[src/rtl/pgf_pkg.sv]
package pgf_pkg;

  localparam int BUS_W  = 16;
  localparam int LANE_W = 8;
  localparam int LANES  = BUS_W / LANE_W;
  localparam int CNT_W  = 4;

  typedef enum logic [1:0] {
    ST_IDLE,
    ST_ACCESS,
    ST_TAIL
  } pgf_state_e;

  function automatic logic [CNT_W-1:0] len_to_beats(input logic [1:0] code);
    case (code)
      2'd0:    len_to_beats = 4'd1;
      2'd1:    len_to_beats = 4'd2;
      2'd2:    len_to_beats = 4'd4;
      default: len_to_beats = 4'd8;
    endcase
  endfunction

  function automatic logic [2:0] page_to_mask(input logic [1:0] code);
    case (code)
      2'd0:    page_to_mask = 3'd1;
      2'd1:    page_to_mask = 3'd3;
      default: page_to_mask = 3'd7;
    endcase
  endfunction

endpackage

[src/rtl/pgf_wait_ctr.sv]
module pgf_wait_ctr #(
  parameter int WW = 4
) (
  input  logic          clk,
  input  logic          rst_n,
  input  logic          load,
  input  logic [WW-1:0] load_val,
  output logic          expired
);

  logic [WW-1:0] cnt_q;

  always_ff @(posedge clk) begin
    if (!rst_n) begin
      cnt_q <= '0;
    end else if (load) begin
      cnt_q <= load_val;
    end else if (cnt_q != '0) begin
      cnt_q <= cnt_q - 1'b1;
    end
  end

  assign expired = (cnt_q == '0);

endmodule

[src/rtl/pgf_addr_step.sv]
module pgf_addr_step
  import pgf_pkg::*;
#(
  parameter int AW = 24
) (
  input  logic          clk,
  input  logic          rst_n,
  input  logic          load,
  input  logic [AW-1:0] load_addr,
  input  logic          load_wide,
  input  logic          step,
  input  logic          wide,
  input  logic [1:0]    page_code,
  output logic [AW-1:0] addr,
  output logic          page_end
);

  logic [AW-1:0] addr_q;
  logic [AW-1:0] step_sz;
  logic [2:0]    word_idx;
  logic [2:0]    mask;

  assign step_sz = {{(AW-2){1'b0}}, wide, ~wide};

  always_ff @(posedge clk) begin
    if (!rst_n) begin
      addr_q <= '0;
    end else if (load) begin
      addr_q <= {load_addr[AW-1:1], load_addr[0] & ~load_wide};
    end else if (step) begin
      addr_q <= addr_q + step_sz;
    end
  end

  always_comb begin
    word_idx = wide ? addr_q[3:1] : addr_q[2:0];
    mask     = page_to_mask(page_code);
  end

  // next step lands on the first word of a fresh page
  assign page_end = ((word_idx & mask) == mask);
  assign addr     = addr_q;

endmodule

[src/rtl/pgf_beat_cap.sv]
module pgf_beat_cap
  import pgf_pkg::*;
(
  input  logic             clk,
  input  logic             rst_n,
  input  logic             capture,
  input  logic             wide,
  input  logic [BUS_W-1:0] bus_data,
  output logic             beat_valid,
  output logic [BUS_W-1:0] beat_data
);

  logic [LANES-1:0] lane_en;
  logic [BUS_W-1:0] next_data;

  for (genvar g = 0; g < LANES; g++) begin : g_lane
    if (g == 0) begin : g_low
      assign lane_en[g] = 1'b1;
    end else begin : g_high
      assign lane_en[g] = wide;
    end
    assign next_data[g*LANE_W +: LANE_W] =
      lane_en[g] ? bus_data[g*LANE_W +: LANE_W] : '0;
  end

  always_ff @(posedge clk) begin
    if (!rst_n) begin
      beat_valid <= 1'b0;
      beat_data  <= '0;
    end else begin
      beat_valid <= capture;
      if (capture) begin
        beat_data <= next_data;
      end
    end
  end

endmodule

[src/rtl/pgflash_rd_seq.sv]
module pgflash_rd_seq
  import pgf_pkg::*;
#(
  parameter int AW = 24,
  parameter int WW = 4
) (
  input  logic             clk,
  input  logic             rst_n,
  input  logic             req_valid,
  output logic             req_ready,
  input  logic [AW-1:0]    req_addr,
  input  logic [1:0]       req_len,
  input  logic [1:0]       req_page,
  input  logic             req_wide,
  input  logic [WW-1:0]    cfg_first_wait,
  input  logic [WW-1:0]    cfg_page_wait,
  output logic [AW-1:0]    flash_addr,
  output logic             flash_cs_n,
  output logic             flash_oe_n,
  input  logic [BUS_W-1:0] flash_data,
  output logic             beat_valid,
  output logic [BUS_W-1:0] beat_data,
  output logic             done
);

  pgf_state_e       state_q;
  logic [CNT_W-1:0] left_q;
  logic             wide_q;
  logic [1:0]       page_q;
  logic [WW-1:0]    fw_q;
  logic [WW-1:0]    pw_q;
  logic             done_q;

  logic             accept;
  logic             capture;
  logic             last_beat;
  logic             expired;
  logic             page_end;
  logic             ctr_load;
  logic [WW-1:0]    ctr_val;
  logic             step;

  assign accept    = (state_q == ST_IDLE) && req_valid;
  assign capture   = (state_q == ST_ACCESS) && expired;
  assign last_beat = (left_q == 4'd1);
  assign step      = capture && !last_beat;
  assign ctr_load  = accept || step;
  assign ctr_val   = accept ? cfg_first_wait : (page_end ? fw_q : pw_q);

  always_ff @(posedge clk) begin
    if (!rst_n) begin
      state_q <= ST_IDLE;
      left_q  <= '0;
      wide_q  <= 1'b0;
      page_q  <= '0;
      fw_q    <= '0;
      pw_q    <= '0;
      done_q  <= 1'b0;
    end else begin
      done_q <= (state_q == ST_TAIL);
      case (state_q)
        ST_IDLE: begin
          if (accept) begin
            state_q <= ST_ACCESS;
            left_q  <= len_to_beats(req_len);
            wide_q  <= req_wide;
            page_q  <= req_page;
            fw_q    <= cfg_first_wait;
            pw_q    <= cfg_page_wait;
          end
        end
        ST_ACCESS: begin
          if (capture) begin
            left_q <= left_q - 4'd1;
            if (last_beat) begin
              state_q <= ST_TAIL;
            end
          end
        end
        default: state_q <= ST_IDLE;
      endcase
    end
  end

  pgf_wait_ctr #(.WW(WW)) u_wait (
    .clk      (clk),
    .rst_n    (rst_n),
    .load     (ctr_load),
    .load_val (ctr_val),
    .expired  (expired)
  );

  pgf_addr_step #(.AW(AW)) u_addr (
    .clk       (clk),
    .rst_n     (rst_n),
    .load      (accept),
    .load_addr (req_addr),
    .load_wide (req_wide),
    .step      (step),
    .wide      (wide_q),
    .page_code (page_q),
    .addr      (flash_addr),
    .page_end  (page_end)
  );

  pgf_beat_cap u_cap (
    .clk        (clk),
    .rst_n      (rst_n),
    .capture    (capture),
    .wide       (wide_q),
    .bus_data   (flash_data),
    .beat_valid (beat_valid),
    .beat_data  (beat_data)
  );

  assign req_ready  = (state_q == ST_IDLE);
  assign flash_cs_n = (state_q == ST_IDLE);
  assign flash_oe_n = (state_q == ST_IDLE);
  assign done       = done_q;

endmodule

[config.mk]
export PLATFORM = sky130hd
export DESIGN_NAME = pgflash_rd_seq
export DESIGN_NICKNAME = d
export VERILOG_FILES = /design/src/rtl/pgf_pkg.sv /design/src/rtl/pgf_wait_ctr.sv /design/src/rtl/pgf_addr_step.sv /design/src/rtl/pgf_beat_cap.sv /design/src/rtl/pgflash_rd_seq.sv
export SDC_FILE = /design/constraint.sdc
export NUM_CORES = 1
export LEC_CHECK = 0
export ABC_AREA = 1
export CELL_PAD_IN_SITES_DETAIL_PLACEMENT = 0
export CELL_PAD_IN_SITES_GLOBAL_PLACEMENT = 1
export CORE_MARGIN = 3
export CORE_UTILIZATION = 36
export CTS_BUF_LIST = sky130_fd_sc_hd__clkbuf_8
export CTS_CLUSTER_SIZE = 25
export DETAILED_ROUTE_END_ITERATION = 10
export HOLD_SLACK_MARGIN = 0.12
export PLACE_DENSITY = 0.95
export SLEW_MARGIN = 20
export SYNTH_ARGS = -nofsm -noshare
export SYNTH_HDL_FRONTEND = slang
export SYNTH_HIERARCHICAL = 1
export SYNTH_SLANG_ARGS = --single-unit
[constraint.sdc]
create_clock -name clk -period 3.5 [get_ports clk]
set_clock_uncertainty 0.15 [all_clocks]
set_input_delay 0.35 -clock clk [delete_from_list [all_inputs] [get_ports clk]]
set_output_delay 0.35 -clock clk [all_outputs]
set_load 0.05 [all_outputs]
# Word level (Yosys, flattened, before mapping)

Index checks and enable logic that the tools add are counted.

Register bits after elaboration: 63

$add $sub $neg: 3
Equal/unequal tests: 10
Multiplexer cells: 17
Bitwise logic cells: 4
Reduce and logical (&&, ||, !) cells: 16

Operator list:

| cell                  | count |
|---|---|
| $mux W24              | 2 |
| $add A24 B2 Y24       | 1 |
| $mux W4               | 6 |
| $pmux W4 S3           | 1 |
| $mux W8               | 1 |
| $pmux W4 S2           | 1 |
| $sub A4 B1 Y4 const B | 2 |
| $eq A2 B1 Y1 const B  | 3 |
| $logic_not A2 Y1      | 3 |
| $mux W2               | 3 |
| $pmux W3 S2           | 1 |
| $reduce_and A3 Y1     | 2 |
| $reduce_bool A2 Y1    | 3 |
| $eq A2 B2 Y1 const B  | 2 |
| $eq A4 B1 Y1 const B  | 1 |
| $logic_not A4 Y1      | 1 |
| $ne A2 B2 Y1 const B  | 2 |
| $pmux W2 S2           | 1 |
| $reduce_bool A4 Y1    | 1 |
| $and A3 B3 Y3         | 1 |
| $eq A3 B3 Y1          | 1 |
| $logic_and A1 B1 Y1   | 3 |
| $mux W3               | 1 |
| $ne A2 B1 Y1 const B  | 1 |
| other kinds (5)       | 6 |

# Depth between registers and ports, before layout

Depth in word-level cells: 7
Depth in mapped cells: 12

# Modules after synthesis

The synthesis kept the hierarchy.

By module, submodules not included:

| module         | times used | cells each | area each (µm²) | sequential area each (µm²) |
|---|---|---|---|---|
| pgf_addr_step  | 1          | 253        | 1644.1          | 480.5 |
| pgflash_rd_seq | 1          | 130        | 872.1           | 360.3 |
| pgf_beat_cap   | 1          | 74         | 630.6           | 340.3 |
| pgf_wait_ctr   | 1          | 40         | 247.7           | 80.1 |

# Least setup slack after synthesis

OpenSTA, ideal clock, no wires.

Kind: flip-flop to flip-flop
Start point: register u_addr.addr_q[0] (netlist: u_addr/addr[0])
End point: register u_addr.addr_q[20] (netlist: u_addr/addr[20])
Arrival time: 2091 ps
Data required time: 3218 ps
Path slack: 1127 ps
Stages on the path, launching flop included: 12
Path through: dfxtp_1 ha_1 inv_1 fa_1 inv_1 nand2_1 nor2_4 nand3_1 nor2_1 nand2_1 nand3_1 a21oi_1

Longest elaborated chain between the ends: 3

Ends and longest elaborated chain:

| element                | RTL line            | RTL |
|---|---|---|
| from (decl)            | pgf_addr_step.sv:18 | `logic [AW-1:0] addr_q;` |
| from (signal assigned) | pgf_addr_step.sv:29 | `addr_q <= {load_addr[AW-1:1], load_addr[0] & ~load_wide};` |
| from (signal assigned) | pgf_addr_step.sv:31 | `addr_q <= addr_q + step_sz;` |
| $add A24 B2 Y24        | pgf_addr_step.sv:31 |  |
| $mux W24               | pgf_addr_step.sv:30 | `end else if (step) begin` |
| $mux W24               | pgf_addr_step.sv:28 | `end else if (load) begin` |

Every way passes these cells. The select of a mux whose other input is x is not followed.
A chain may end at the register's enable or synchronous reset.

# Worst setup path in the final report

Start point: register u_wait.cnt_q[0]
End point: register u_addr.addr_q[4] (netlist: u_addr/addr[4])

Longest elaborated chain between the ends: 4

Ends and longest elaborated chain:

| element                      | RTL line             | RTL |
|---|---|---|
| from (decl)                  | pgf_wait_ctr.sv:11   | `logic [WW-1:0] cnt_q;` |
| from (signal assigned)       | pgf_wait_ctr.sv:17   | `cnt_q <= load_val;` |
| from (signal assigned)       | pgf_wait_ctr.sv:19   | `cnt_q <= cnt_q - 1'b1;` |
| $logic_not A4 Y1             | pgf_wait_ctr.sv:23   | `assign expired = (cnt_q == '0);` |
| named net expired            | pgflash_rd_seq.sv:37 | `logic expired;` |
| $logic_and A1 B1 Y1          | pgflash_rd_seq.sv:44 | `assign capture = (state_q == ST_ACCESS) && expired;` |
| $logic_and A1 B1 Y1          | pgflash_rd_seq.sv:46 | `assign step = capture && !last_beat;` |
| named net step               | pgflash_rd_seq.sv:41 | `logic step;` |
| $reduce_bool A2 Y1 (no line) | --                   |  |

The timed path passes the listed nets, and every way through them passes these cells.

==> flow_metrics.tcl <==
set metrics [dict create \
    status "finished, final reports clean" \
    critical_path.max_fanout 20 \
    cts_max_level 3 \
    clk_path_buf_depth 2 \
    clock-sinks 63 \
    holdBufCountCts 0 \
    hpwl_um 6960 \
    synth_area_mm2 0.00339 \
    netlist.area_leader.share 0.372 \
    grt_pass1_wl_um 15400 \
    ys_types 38 \
    finalNetCount 658 \
    hold_path_class "reg2reg" \
    worstPathRequired_ps 3600 \
    yosys-top-cells-area "dfxtp_1 (37%), nand2_1 (12%), nor2_1 (7.2%), nand3_1 (6.5%), a21oi_1 (5.9%)" \
    rsz0062_at_grt "false" \
    initial_core_util 0.380 \
    final_max_slew_viol_count 0 \
    drt_pass1_iterations 4 \
    drt-total-wl_um 9500 \
    post_drt_wl_per_cell_um 13.4 \
    antenna_cells 0 \
    synth-edff-count 0 \
    area_delta_synth_final_pct 37.5 \
    stdcell_count 709 \
    dieWidth_um 103 \
    met1_usage 0.251 \
    cts_tree "built" \
    drv_cap 0 \
    fin_crit_sh 0.729 \
    synthCells 497 \
    use_met2 0.285 \
    period_needed_ps 2550 \
    dp.cells 693 \
    num_vias 3596 \
    postCtsSetupBuffers 0 \
    busiest_layer "met2" \
    worst_pin_slew_ps 720 \
    final_core_util 0.523 \
    cts_root_buf "clkbuf_8" \
    overflow 0 \
    whs_ps 316 \
    initialDrtViolationCount 189 \
    cts_buffers 9 \
    ys_seq_area_frac 0.372 \
    r2r-start "u_wait/cnt_q[0]$_SDFFE_PN0P_" \
    drive_gt1_frac 0.0715 \
    fillCellCount 899 \
    ys_ff_latch 63 \
    cp.arrival_ps 2650 \
    yosysTopAreaCell "dfxtp_1" \
    ant_nets 0 \
    ys_async_sr_fraction 0 \
    numPortBuffers 100 \
    die-area_mm2 0.0106 \
    met3_usage 0.0250 \
    synth_warnings 6 \
    slew_headroom 0.519 \
    avgSynthCellArea_um2 6.83 \
    syn-num-nets 559 \
    insertion_delay_ps 340 \
    p_leak_nw 1.81 \
    crit_start "u_wait/cnt_q[0]$_SDFFE_PN0P_" \
    tns_ps 0 \
    hold_viol_final 0 \
    die_h_um 103 \
    cts.reportedPaths.clkPinSlew_ps 70 \
    antenna_found_initial 0 \
    finalSetupViolations 0 \
    rows 34 \
    synthFlopType "dfxtp_1" \
    core_region_area_mm2 0.00893 \
    crit_path_end_kind "flip-flop" \
    peakVddDrop_v 0.000222 \
    grt_pass1_vias 3320 \
    route.detailed.drc 0 \
    critPathLaunchType "flip-flop" \
    cts_resized 0 \
    track_usage 0.181 \
    gp_routability_congestion 0.812 \
    grt_max_degree 29 \
    max_freq_mhz 392 \
    hp-start "u_cap/beat_data[10]$_SDFFE_PN0P_" \
    routed_via_density 5.07 \
    worstSetupPathType "reg2reg" \
    io-pin-count 101 \
    p_per_area_mw_per_mm2 561 \
]
-- power by group --
| part | internal [mW] | leakage [nW] | total (mW) | switching, mW |
|---|---|---|---|---|
| clock network | 0.402 | 0.105 | 0.706 | 0.305 |
| registers | 0.823 | 0.517 | 0.918 | 0.0951 |
| logic | 0.352 | 1.19 | 0.992 | 0.640 |
| total | 1.58 | 1.81 | 2.62 | 1.04 |
-- through the flow --
stage / total power [mW] / setup WS (ps) / area (um2)
after global routing: 2.77 / 684 / 4670
after global placement: 1.90 / 1030 / 4450
after CTS: 2.63 / 929 / 4670
final: 2.62 / 950 / 4670
after floorplan: 1.63 / 1130 / 3390
after detailed placement: 1.92 / 972 / 4450
-- layout make-up --
cell class / instances / area, um2 / share of cell area
multi-input cells: 363 / 1800 / 0.385
well taps: 108 / 135 / 0.0289
inverters: 53 / 206 / 0.0442
clock inverters: 7 / 97.6 / 0.0209
clock buffers: 9 / 124 / 0.0265
repair buffers: 106 / 1050 / 0.224
flip-flops and latches: 63 / 1260 / 0.270
-- sequential cells by signal, summed over array words and instances, names as in the netlist, 2 cells and up --
name / flops
u_cap/beat_data: 16
fw_q: 4
u_addr/addr: 24
u_wait/cnt_q: 4
pw_q: 4
state_q: 2
page_q: 2
left_q: 4
-- critical path: stages, from the launching register on --
cell     delay [ps]
dfxtp_1         330
inv_1           100
ha_1            260
nand2_1         100
nor2_1          170
nand3_1         190
nor2_1          300
inv_1           130
nor2_1          100
buf_4           250
o21a_1          150
o21ai_0          70
a31oi_1         160
-- path summary, 6_finish.rpt --
path,end,slack (ps),depth (start not counted)
worst max-delay path,u_addr/addr[4]$_SDFFE_PN0P_,950,12
worst min-delay path,u_cap/beat_data[10]$_SDFFE_PN0P_,320,2
worst max register to register,u_addr/addr[4]$_SDFFE_PN0P_,950,12
worst min register to register,u_cap/beat_data[10]$_SDFFE_PN0P_,320,2
-- routing by layer --
metal,vias up,routed length [um]
li1,1823,-
met1,1653,4570
met2,110,4220
met3,10,579
met4,0,135
met5,-,0
-- Yosys cell counts (4+ instances only) --
cell        n
buf_4       5
a31oi_1     5
nor2_4      5
o21bai_1    5
nand3_1    44
dfxtp_1    63
a22oi_1    14
inv_1      50
ha_1        5
clkbuf_1    5
a21oi_1    40
nand2_1   110
nand4_1     4
o21ai_0    38
nor2_1     65
nand2_2     7
xnor2_1     4
-- kinds of logic after synthesis --
kind of cell | Yosys count | share of synthesized area
AOI/OAI and AO/OA | 106 | 0.175
and+or+nand+nor | 246 | 0.317
DFF | 63 | 0.372
xor gates and xnor gates | 5 | 0.0129
adders and majority gates | 6 | 0.0243
buffers and inverters | 71 | 0.0988
-- placed cells by master, fill, tap and decap left out, types with 2 or more instances in the layout --
cell type and instances:
xnor2_1 4, clkinv_4 2, nand2_1 110, nand4_1 4, nand3b_1 2, nand3_1 44, dfxtp_1 63, inv_2 2
buf_4 6, nor2_4 5, o21bai_1 5, bufinv_16 2, clkdlybuf4s50_1 100, a21oi_1 40, inv_1 50, clkbuf_8 9
o21ai_0 38, nor2_2 2, clkinvlp_4 2, or2_2 2, ha_1 5, a22oi_1 14, a31oi_1 5, nor2_1 65
nand2_2 7
(Power assumes the default switching activity.)
